## config.mk

```make
export PLATFORM = sky130hd
export DESIGN_NAME = fwft_out_stage
export DESIGN_NICKNAME = d
export VERILOG_FILES = /design/src/rtl/fwft_out_pkg.sv /design/src/rtl/fwft_word_store.sv /design/src/rtl/fwft_ptr_delay.sv /design/src/rtl/fwft_write_ctrl.sv /design/src/rtl/fwft_read_ctrl.sv /design/src/rtl/fwft_out_stage.sv
export SDC_FILE = /design/constraint.sdc
export NUM_CORES = 1
export LEC_CHECK = 0
export BUFFER_PORTS_ARGS = -buffer_cell sky130_fd_sc_hd__buf_2
export CORE_MARGIN = 2
export CORE_UTILIZATION = 40
export DETAILED_ROUTE_END_ITERATION = 6
export PLACE_DENSITY = 0.63
export SLEW_MARGIN = 30
export SYNTH_ARGS = -nofsm -noshare
export SYNTH_HDL_FRONTEND = slang
export SYNTH_SLANG_ARGS = --single-unit
```

## constraint.sdc

```tcl
create_clock -name clk -period 3.3 [get_ports clk]
set_clock_uncertainty 0.1 [all_clocks]
set_input_delay 0.165 -clock clk [delete_from_list [all_inputs] [get_ports clk]]
set_output_delay 0.165 -clock clk [all_outputs]
set_load 0.01 [all_outputs]
```

## src/rtl/fwft_out_pkg.sv

```systemverilog
// Shared types for the fall-through output stage.
package fwft_out_pkg;
    // Operating behaviour chosen at master reset.
    typedef enum logic {
        MODE_STD  = 1'b0,
        MODE_FALL = 1'b1
    } out_mode_e;
endpackage

```

## src/rtl/fwft_word_store.sv

```systemverilog
// Word storage: one synchronous write port and one combinational read port.
// Assumes DEPTH is a power of two. There is no reset; the pointers decide
// which entries are meaningful.
module fwft_word_store #(
    parameter int DATA_W = 16,
    parameter int DEPTH  = 8,
    localparam int AW    = $clog2(DEPTH)
) (
    input  logic              clk,
    input  logic              we,
    input  logic [AW-1:0]     waddr,
    input  logic [DATA_W-1:0] wdata,
    input  logic [AW-1:0]     raddr,
    output logic [DATA_W-1:0] rdata
);
    logic [DATA_W-1:0] cells [DEPTH];

    // Store the accepted word at the write address.
    always_ff @(posedge clk) begin
        if (we) begin
            cells[waddr] <= wdata;
        end
    end

    assign rdata = cells[raddr];
endmodule

```

## src/rtl/fwft_ptr_delay.sv

```systemverilog
// Delay line for a pointer: STAGES registers cleared together.
// With STAGES = 0 the pointer passes straight through.
module fwft_ptr_delay #(
    parameter int W      = 4,
    parameter int STAGES = 2
) (
    input  logic         clk,
    input  logic         clr,
    input  logic [W-1:0] d,
    output logic [W-1:0] q
);
    generate
        if (STAGES == 0) begin : g_pass
            assign q = d;
        end else begin : g_pipe
            logic [W-1:0] pipe [STAGES];

            // Shift the pointer one stage per edge; clear all stages on reset.
            always_ff @(posedge clk) begin
                if (clr) begin
                    for (int i = 0; i < STAGES; i++) pipe[i] <= '0;
                end else begin
                    pipe[0] <= d;
                    for (int i = 1; i < STAGES; i++) pipe[i] <= pipe[i-1];
                end
            end

            assign q = pipe[STAGES-1];
        end
    endgenerate
endmodule

```

## src/rtl/fwft_write_ctrl.sv

```systemverilog
// Write pointer and the registered "no room" indication. A write is
// accepted only while full_q is clear. In standard mode the room check uses
// the read pointer after this edge, so it is exact. In fall-through mode it
// uses a delayed copy of the read pointer, which can only lag, so the check
// errs on the safe side.
module fwft_write_ctrl
    import fwft_out_pkg::*;
#(
    parameter int DEPTH = 8,
    localparam int PW   = $clog2(DEPTH) + 1
) (
    input  logic          clk,
    input  logic          clr,
    input  out_mode_e     mode,
    input  logic          wr_en,
    input  logic [PW-1:0] rptr_nxt,
    input  logic [PW-1:0] rptr_seen,
    output logic          we,
    output logic [PW-1:0] wptr,
    output logic [PW-1:0] wptr_nxt,
    output logic          full_q
);
    logic [PW-1:0] rp_ref;

    // Pick the read pointer the room check is based on.
    always_comb begin
        rp_ref   = (mode == MODE_FALL) ? rptr_seen : rptr_nxt;
        we       = wr_en && !full_q;
        wptr_nxt = wptr + PW'(we);
    end

    // Advance the write pointer and register the full indication.
    always_ff @(posedge clk) begin
        if (clr) begin
            wptr   <= '0;
            full_q <= 1'b0;
        end else begin
            wptr   <= wptr_nxt;
            full_q <= ((wptr_nxt - rp_ref) == PW'(DEPTH));
        end
    end
endmodule

```

## src/rtl/fwft_read_ctrl.sv

```systemverilog
// Read pointer, output data register and the "output holds data" bit.
// Standard mode: a request with data present loads the output, and the bit
// tracks "not empty" from the pointers after this edge.
// Fall-through mode: the output register fills itself from words made
// visible by the delayed write pointer, and the bit means "output valid".
module fwft_read_ctrl
    import fwft_out_pkg::*;
#(
    parameter int DATA_W = 16,
    parameter int DEPTH  = 8,
    localparam int PW    = $clog2(DEPTH) + 1
) (
    input  logic              clk,
    input  logic              clr,
    input  out_mode_e         mode,
    input  logic              rd_en,
    input  logic [PW-1:0]     wptr_nxt,
    input  logic [PW-1:0]     wptr_seen,
    input  logic [DATA_W-1:0] mem_rdata,
    output logic [PW-1:0]     rptr,
    output logic [PW-1:0]     rptr_nxt,
    output logic [DATA_W-1:0] rd_data,
    output logic              avail_q
);
    logic take;
    logic avail_nxt;

    // Decide whether a stored word moves to the output on this edge.
    always_comb begin
        if (mode == MODE_FALL) begin
            take      = (wptr_seen != rptr) && (!avail_q || rd_en);
            rptr_nxt  = rptr + PW'(take);
            avail_nxt = take || (avail_q && !rd_en);
        end else begin
            take      = rd_en && avail_q;
            rptr_nxt  = rptr + PW'(take);
            avail_nxt = (wptr_nxt != rptr_nxt);
        end
    end

    // Register the pointer, the output word and the data-present bit.
    always_ff @(posedge clk) begin
        if (clr) begin
            rptr    <= '0;
            rd_data <= '0;
            avail_q <= 1'b0;
        end else begin
            rptr    <= rptr_nxt;
            avail_q <= avail_nxt;
            if (take) begin
                rd_data <= mem_rdata;
            end
        end
    end
endmodule

```

## src/rtl/fwft_out_stage.sv

```systemverilog
// Top of the output stage. It latches the mode during master reset, wires
// the storage, the two control halves and the pointer delays, and maps the
// internal state onto the two status pins according to the mode.
// Assumes one clock, and DEPTH a power of two of at least 2.
module fwft_out_stage
    import fwft_out_pkg::*;
#(
    parameter int DATA_W     = 16,
    parameter int DEPTH      = 8,
    parameter int WP_STAGES  = 2,
    parameter int RP_STAGES  = 1
) (
    input  logic              clk,
    input  logic              mrst_n,
    input  logic              prst_n,
    input  logic              mode_sel,
    input  logic              wr_en,
    input  logic [DATA_W-1:0] wr_data,
    input  logic              rd_en,
    output logic [DATA_W-1:0] rd_data,
    output logic              rd_flag,
    output logic              wr_flag
);
    localparam int AW = $clog2(DEPTH);
    localparam int PW = AW + 1;

    out_mode_e         mode_q;
    logic              clr;
    logic              we;
    logic              full_q;
    logic              avail_q;
    logic [PW-1:0]     wptr, wptr_nxt, wptr_seen;
    logic [PW-1:0]     rptr, rptr_nxt, rptr_seen;
    logic [DATA_W-1:0] mem_rdata;

    assign clr = !mrst_n || !prst_n;

    // Capture the mode choice only while master reset is held.
    always_ff @(posedge clk) begin
        if (!mrst_n) begin
            mode_q <= out_mode_e'(mode_sel);
        end
    end

    fwft_word_store #(.DATA_W(DATA_W), .DEPTH(DEPTH)) u_store (
        .clk   (clk),
        .we    (we),
        .waddr (wptr[AW-1:0]),
        .wdata (wr_data),
        .raddr (rptr[AW-1:0]),
        .rdata (mem_rdata)
    );

    fwft_write_ctrl #(.DEPTH(DEPTH)) u_wr (
        .clk       (clk),
        .clr       (clr),
        .mode      (mode_q),
        .wr_en     (wr_en),
        .rptr_nxt  (rptr_nxt),
        .rptr_seen (rptr_seen),
        .we        (we),
        .wptr      (wptr),
        .wptr_nxt  (wptr_nxt),
        .full_q    (full_q)
    );

    fwft_read_ctrl #(.DATA_W(DATA_W), .DEPTH(DEPTH)) u_rd (
        .clk       (clk),
        .clr       (clr),
        .mode      (mode_q),
        .rd_en     (rd_en),
        .wptr_nxt  (wptr_nxt),
        .wptr_seen (wptr_seen),
        .mem_rdata (mem_rdata),
        .rptr      (rptr),
        .rptr_nxt  (rptr_nxt),
        .rd_data   (rd_data),
        .avail_q   (avail_q)
    );

    fwft_ptr_delay #(.W(PW), .STAGES(WP_STAGES)) u_wp_dly (
        .clk (clk),
        .clr (clr),
        .d   (wptr),
        .q   (wptr_seen)
    );

    fwft_ptr_delay #(.W(PW), .STAGES(RP_STAGES)) u_rp_dly (
        .clk (clk),
        .clr (clr),
        .d   (rptr),
        .q   (rptr_seen)
    );

    // Map the internal state to the pins; polarity depends on the mode.
    always_comb begin
        rd_flag = (mode_q == MODE_FALL) ? !avail_q : avail_q;
        wr_flag = (mode_q == MODE_FALL) ? full_q   : !full_q;
    end
endmodule

```

After elaboration in Yosys (flattened, before gate mapping)
Memory sizes are Yosys's and may differ from the RTL's. A register that Yosys moved wholly into a read port is not among the register bits.
Index checks and enable logic that the tools add are counted.
- latch bits: 0
- register bits after elaboration: 11
- memories kept: 3
- bits in writable memories: 140
- memory bits (read-only): 0
- memory list (name ; words ; bits a word ; read ports ; clocked after Yosys merged registers in ; wr ports ; line ; RTL):
    u_store.cells ; 8 ; 16 ; 1 ; 1 ; 1 ; fwft_word_store.sv:16 ; logic [DATA_W-1:0] cells [DEPTH];
    u_wp_dly.g_pipe.pipe ; 2 ; 4 ; 2 ; 0 ; 2 ; fwft_ptr_delay.sv:16 ; logic [W-1:0] pipe [STAGES];
    u_rp_dly.g_pipe.pipe ; 1 ; 4 ; 1 ; 0 ; 1 ; fwft_ptr_delay.sv:16 ;
- bitwise gates (word level): 2
- order comparisons: 0
- div/mod/pow operators: 0
- multiply operators: 0
- muxes and demuxes: 15
- equality and inequality tests: 3
- shift-type cells: 0
- $add $sub $neg: 4
- reductions and logical operators: 13
- operators with widths (operator ; count):
    4-bit 2-to-1 mux ; 5
    4-bit by 1-bit adder with 4-bit output ; 3
    1-bit 2-to-1 mux ; 10
    4-bit inequality test ; 2
    1-bit logical NOT ; 5
    4-bit == test (second input constant) ; 1
    1-bit logical AND ; 4
    4-bit OR reduction ; 1
    4-bit subtractor ; 1
    1-bit logical OR ; 3
    1-bit bitwise OR ; 2

Longest topological paths before layout
- depth after elaboration: 8
- gate-level depth with buffers: 10
- gate-level depth less buffers: 10

By module
A second synthesis with hierarchy kept.
- cell total of the unflattened synthesis: 417
- area, all modules: 7164.4 um^2
- modules (own cells, without submodules) (module ; sequential area each (um^2) ; instances ; area each (um^2) ; cells an instance):
    fwft_word_store ; 3843.7 ; 1 ; 4973.5 ; 198
    fwft_read_ctrl ; 420.4 ; 1 ; 1456.4 ; 153
    fwft_write_ctrl ; 100.1 ; 1 ; 334.1 ; 33
    fwft_ptr_delay (u_wp_dly) ; 160.2 ; 1 ; 240.2 ; 20
    fwft_ptr_delay (u_rp_dly) ; 80.1 ; 1 ; 105.1 ; 8
    fwft_out_stage ; 30.0 ; 1 ; 55.1 ; 5

Least setup slack after synthesis
Ideal clock, no wire load.
- path kind: register to register
- start: reg u_rd.avail_q
- end: reg u_wr.full_q
- data required time: 3.076 ns
- period minus slack after synthesis: 2.421 ns
- cell stages (with the launch flop): 11
- path slack: 0.879 ns
- buffers on the path: 0
- arrival time: 2.197 ns
- cells stage by stage: dfxtp_1 and2_1 ha_1 ha_1 nor2b_1 a21oi_1 ha_1 a21o_1 a21oi_1 xnor3_1 nor4b_1
- word-level cells in the longest chain between the ends: 8
- RTL lines (element ; line ; RTL):
    from (decl) ; fwft_read_ctrl.sv:23 ; output logic avail_q
    from (signal assigned) ; fwft_read_ctrl.sv:49 ; avail_q <= avail_nxt;
    1-bit logical NOT ; fwft_read_ctrl.sv:31 ; take = (wptr_seen != rptr) && (!avail_q || rd_en);
    1-bit logical OR ; fwft_read_ctrl.sv:31 ;
    1-bit logical AND ; fwft_read_ctrl.sv:31 ;
    4-bit by 1-bit adder with 4-bit output ; fwft_read_ctrl.sv:32 ; rptr_nxt = rptr + PW'(take);
    4-bit 2-to-1 mux (*) ; fwft_read_ctrl.sv:30 ; if (mode == MODE_FALL) begin
    4-bit 2-to-1 mux (*) ; fwft_write_ctrl.sv:27 ; rp_ref = (mode == MODE_FALL) ? rptr_seen : rptr_nxt;
    4-bit subtractor (*) ; fwft_write_ctrl.sv:39 ; full_q <= ((wptr_nxt - rp_ref) == PW'(DEPTH));
    4-bit == test (*) ; fwft_write_ctrl.sv:39 ;
    to (signal assigned) ; fwft_write_ctrl.sv:39 ;
    to (decl) ; fwft_write_ctrl.sv:21 ; output logic full_q
Every way passes the cells marked *; elsewhere a longest branch is shown, timed or not.
A chain may end at the register's enable or synchronous reset.

Final worst setup path
- start: in rd_en
- end: reg u_wr.full_q
- word-level cells in the longest chain between the ends: 7
- RTL lines (element ; line ; RTL):
    from (decl) ; fwft_out_stage.sv:19 ; input logic rd_en,
    1-bit logical OR ; fwft_read_ctrl.sv:31 ;
    1-bit logical AND ; fwft_read_ctrl.sv:31 ;
    4-bit by 1-bit adder with 4-bit output ; fwft_read_ctrl.sv:32 ;
    4-bit 2-to-1 mux (*) ; fwft_read_ctrl.sv:30 ;
    4-bit 2-to-1 mux (*) ; fwft_write_ctrl.sv:27 ;
    4-bit subtractor (*) ; fwft_write_ctrl.sv:39 ;
    4-bit == test (*) ; fwft_write_ctrl.sv:39 ;
Marked as above.

==> flow_summary.ini <==
[drt]
vias = 3597
drt_wl_total_mm = 13.1
ant_nets = 0
wl_per_cell_um = 18.1
initialDrtViolationCount = 217
drt-pass1-iter-count = 4
viasPerCell = 4.94
drc = 0

[min_path]
worstHoldStart = mrst_n
worstHoldPathType = input port to flip-flop
whs_path_depth = 2
worstHoldEndpoint = mode_q$_DFFE_PN_

[placed_design]
io_buffers = 39
gp_congestion = 0.741
hpwl_mm = 7.61
place_ws_ps = 660

[synth]
synth.top_cells.by_count = edfxtp_1 (129), mux2_2 (66), nor2_1 (47)
ys_types = 32
synth.cell_area_um2 = 6680
yosysTopAreaCell = edfxtp_1
synth_area_leaders = edfxtp_1 (58%), dfxtp_1 (11%), mux2_2 (11%), o22ai_1 (3.0%), mux2i_1 (2.7%)
synthFlopType = edfxtp_1
syn_inst = 433
async_flop_share = 0
yosys_warnings = 0
synth_top_area_frac = 0.580
synth_fp_nets = 464
synth_edf_count = 129
yosys.area_share.simple = 0.0629
synth_xor_area_frac = 0.0268
synthMuxAreaShare = 0.138
synth_top_family_by_area = multiplexers
synth_seq_cells = 167
postSynthAreaPerCell_um2 = 15.4
post-synth-top-count-cell = edfxtp_1
ys_seq_area_frac = 0.694
synth_compound_area_frac = 0.0386
synth-adder-area-share = 0.0169

[power_and_ir_drop]
ir_drop_mv = 0.428
seq_power_share = 0.525
combPwrFrac = 0.042
leakage_nw = 2.84
power.clock.fraction = 0.432
netSwitchingFraction = 0.205
p_sw_w = 0.000901
internal_power_w = 0.00349
p_per_area_nw_per_um2 = 560

[global_route]
grt_pass1_wl_mm = 20.1
antenna_found_initial = 0
grt_max_degree = 69
track_usage = 0.154
grt_pass1_vias = 3735
grt-ovfl-total = 0

[worst_setup_path]
worstPathRequired_ps = 3470
rr_endpoint = u_wr.full_q$_SDFF_PP0_
start_kind = input port
r2r_start = u_rd.avail_q$_SDFF_PP0_
worstRegToRegCells = 10
cp_max_fo = 3
r2r_slack_ps = 650
cp-end-kind = flip-flop
crit_type = input port to flip-flop
worstPathArrival_ps = 2910

[timing]
finalMaxSlewViolations = 0
worstMarginPinSlew_ps = 912
setup_tns_ps = 0
period_share = 0.828
rsz0062_at_grt = false
whs_ps = 25.3
fmax_mhz = 366
finalWorstSetupSlack_ps = 567
hold_violations = 0
setup-violations-final = 0
period_needed_ps = 2730
slew_headroom = 0.392

[floorplan]
die_h_um = 133
io_pins = 40
dieArea_um2 = 17800
die_width_um = 133
initial_core_util = 0.406
row_count = 47
core_area_um2 = 16500

[status]
status = finished, final reports clean

[clock_tree]
cts_root_buffer = clkbuf_16
cts_sinks = 167
ctsHtreeMaxLevel = 4
clkTransAtPathRegs_ps = 60
clk_path_buf_depth = 2
holdBufCountCts = 18
cts_buffers = 17
clock_latency_ps = 420
cts_tree = yes
cts_resized = 0
post_cts_buffers = 0

[final_layout]
fillers = 1426
finalNetCount = 527
synthToLayoutAreaGrowth_pct = 17.4
drive_above_1_share = 0.295
n_antenna_cell = 0

[run]
cap_violations = 0
==> final cells by class <==
cell class	instances	area [µm²]	area share
Multi-Input combinational cell	239	1910	0.243
Inverter	4	15.0	0.00191
Clock buffer	21	440	0.0561
Clock inverter	10	124	0.0158
Sequential cell	167	4640	0.591
Tap cell	220	275	0.0351
Timing Repair Buffer	67	450	0.0574
==> per-layer routing <==
layer | global-route usage | part of all wire
met2 | 0.269 | 0.51
met4 | 0.0461 | 0.011
met5 | 0 | 0
met3 | 0.0449 | 0.050
met1 | 0.185 | 0.43
==> per-stage QoR <==
step / utilization / instances / area [µm²] / power [W]
finish: 0.477 / 728 / 7850 / 0.00440
global route: 0.477 / 728 / 7850 / 0.00455
CTS: 0.477 / 728 / 7850 / 0.00444
detailed placement: 0.431 / 679 / 7100 / 0.00253
global placement: 0.431 / 679 / 7100 / 0.00252
floorplan: - / 433 / 6680 / 0.00246
==> sequential cells by signal, summed over array words and instances (netlist names) <==
name and flops:
u_rd.rd_data 16, u_rd.rptr 4, u_wr.full_q 1, mode_q 1
u_wp_dly.g_pipe.pipe 8, u_wr.wptr 4, u_store.cells 128, u_rp_dly.g_pipe.pipe 4
u_rd.avail_q 1
==> critical path: stages <==
cell	delay, ps
dlygate4sd3_1	530
buf_2	120
and2_1	170
ha_1	210
ha_1	300
nor2b_1	170
a21oi_1	60
ha_1	330
a21o_1	170
a21oi_1	190
xnor3_1	330
nor4b_1	140
==> kinds of logic after synthesis <==
group	Yosys count
DFF	167
and+or+nand+nor	88
muxes	84
AOI/OAI and AO/OA	40
buffers and inverters	27
xor gates and xnor gates	18
adders and majority gates	9
==> worst max-delay path by stage <==
stage | start | endpoint | depth (start not counted)
2_1_floorplan | u_rd.avail_q$_SDFF_PP0_ | u_wr.full_q$_SDFF_PP0_ | 10
3_3_place_gp | u_rd.avail_q$_SDFF_PP0_ | u_wr.full_q$_SDFF_PP0_ | 10
3_5_place_dp | u_rd.avail_q$_SDFF_PP0_ | u_wr.full_q$_SDFF_PP0_ | 10
4_1_cts | rd_en | u_wr.full_q$_SDFF_PP0_ | 12
5_1_grt | rd_en | u_wr.full_q$_SDFF_PP0_ | 12
6_report | rd_en | u_wr.full_q$_SDFF_PP0_ | 12
==> power by group through the flow <==
stage / Combinational (W) / Clock, W / Sequential, W
6_report: 0.000185 / 0.00190 / 0.00231
5_1_grt: 0.000206 / 0.00203 / 0.00231
2_1_floorplan: 0.000107 / 0 / 0.00235
3_5_place_dp: 0.000171 / 0 / 0.00235
4_1_cts: 0.000189 / 0.00194 / 0.00231
3_3_place_gp: 0.000165 / 0 / 0.00235
==> cell usage in the layout, fill, tap and decap left out <==
master,n
xnor3_1,1
nand2_2,1
nand2b_1,6
and2_1,1
and3_1,13
xor2_1,12
clkinv_4,2
bufinv_16,2
a311oi_1,1
o22ai_1,32
xor2_2,1
nor2b_1,3
mux2_2,66
nand2_1,8
dlygate4sd3_1,18
clkinv_2,1
ha_1,9
mux2i_1,18
clkinvlp_4,2
nand3_1,3
inv_6,3
a21oi_1,5
buf_2,39
nor3_2,2
clkbuf_16,17
edfxtp_1,129
nor3_1,1
or2_2,1
inv_1,4
a21o_1,1
buf_4,10
clkbuf_1,4
xnor2_1,4
a21oi_4,1
nor4_4,1
nor4b_1,1
dfxtp_1,37
nor2_1,47
dfxtp_2,1
Note: power is estimated with default switching activity, not from simulation.
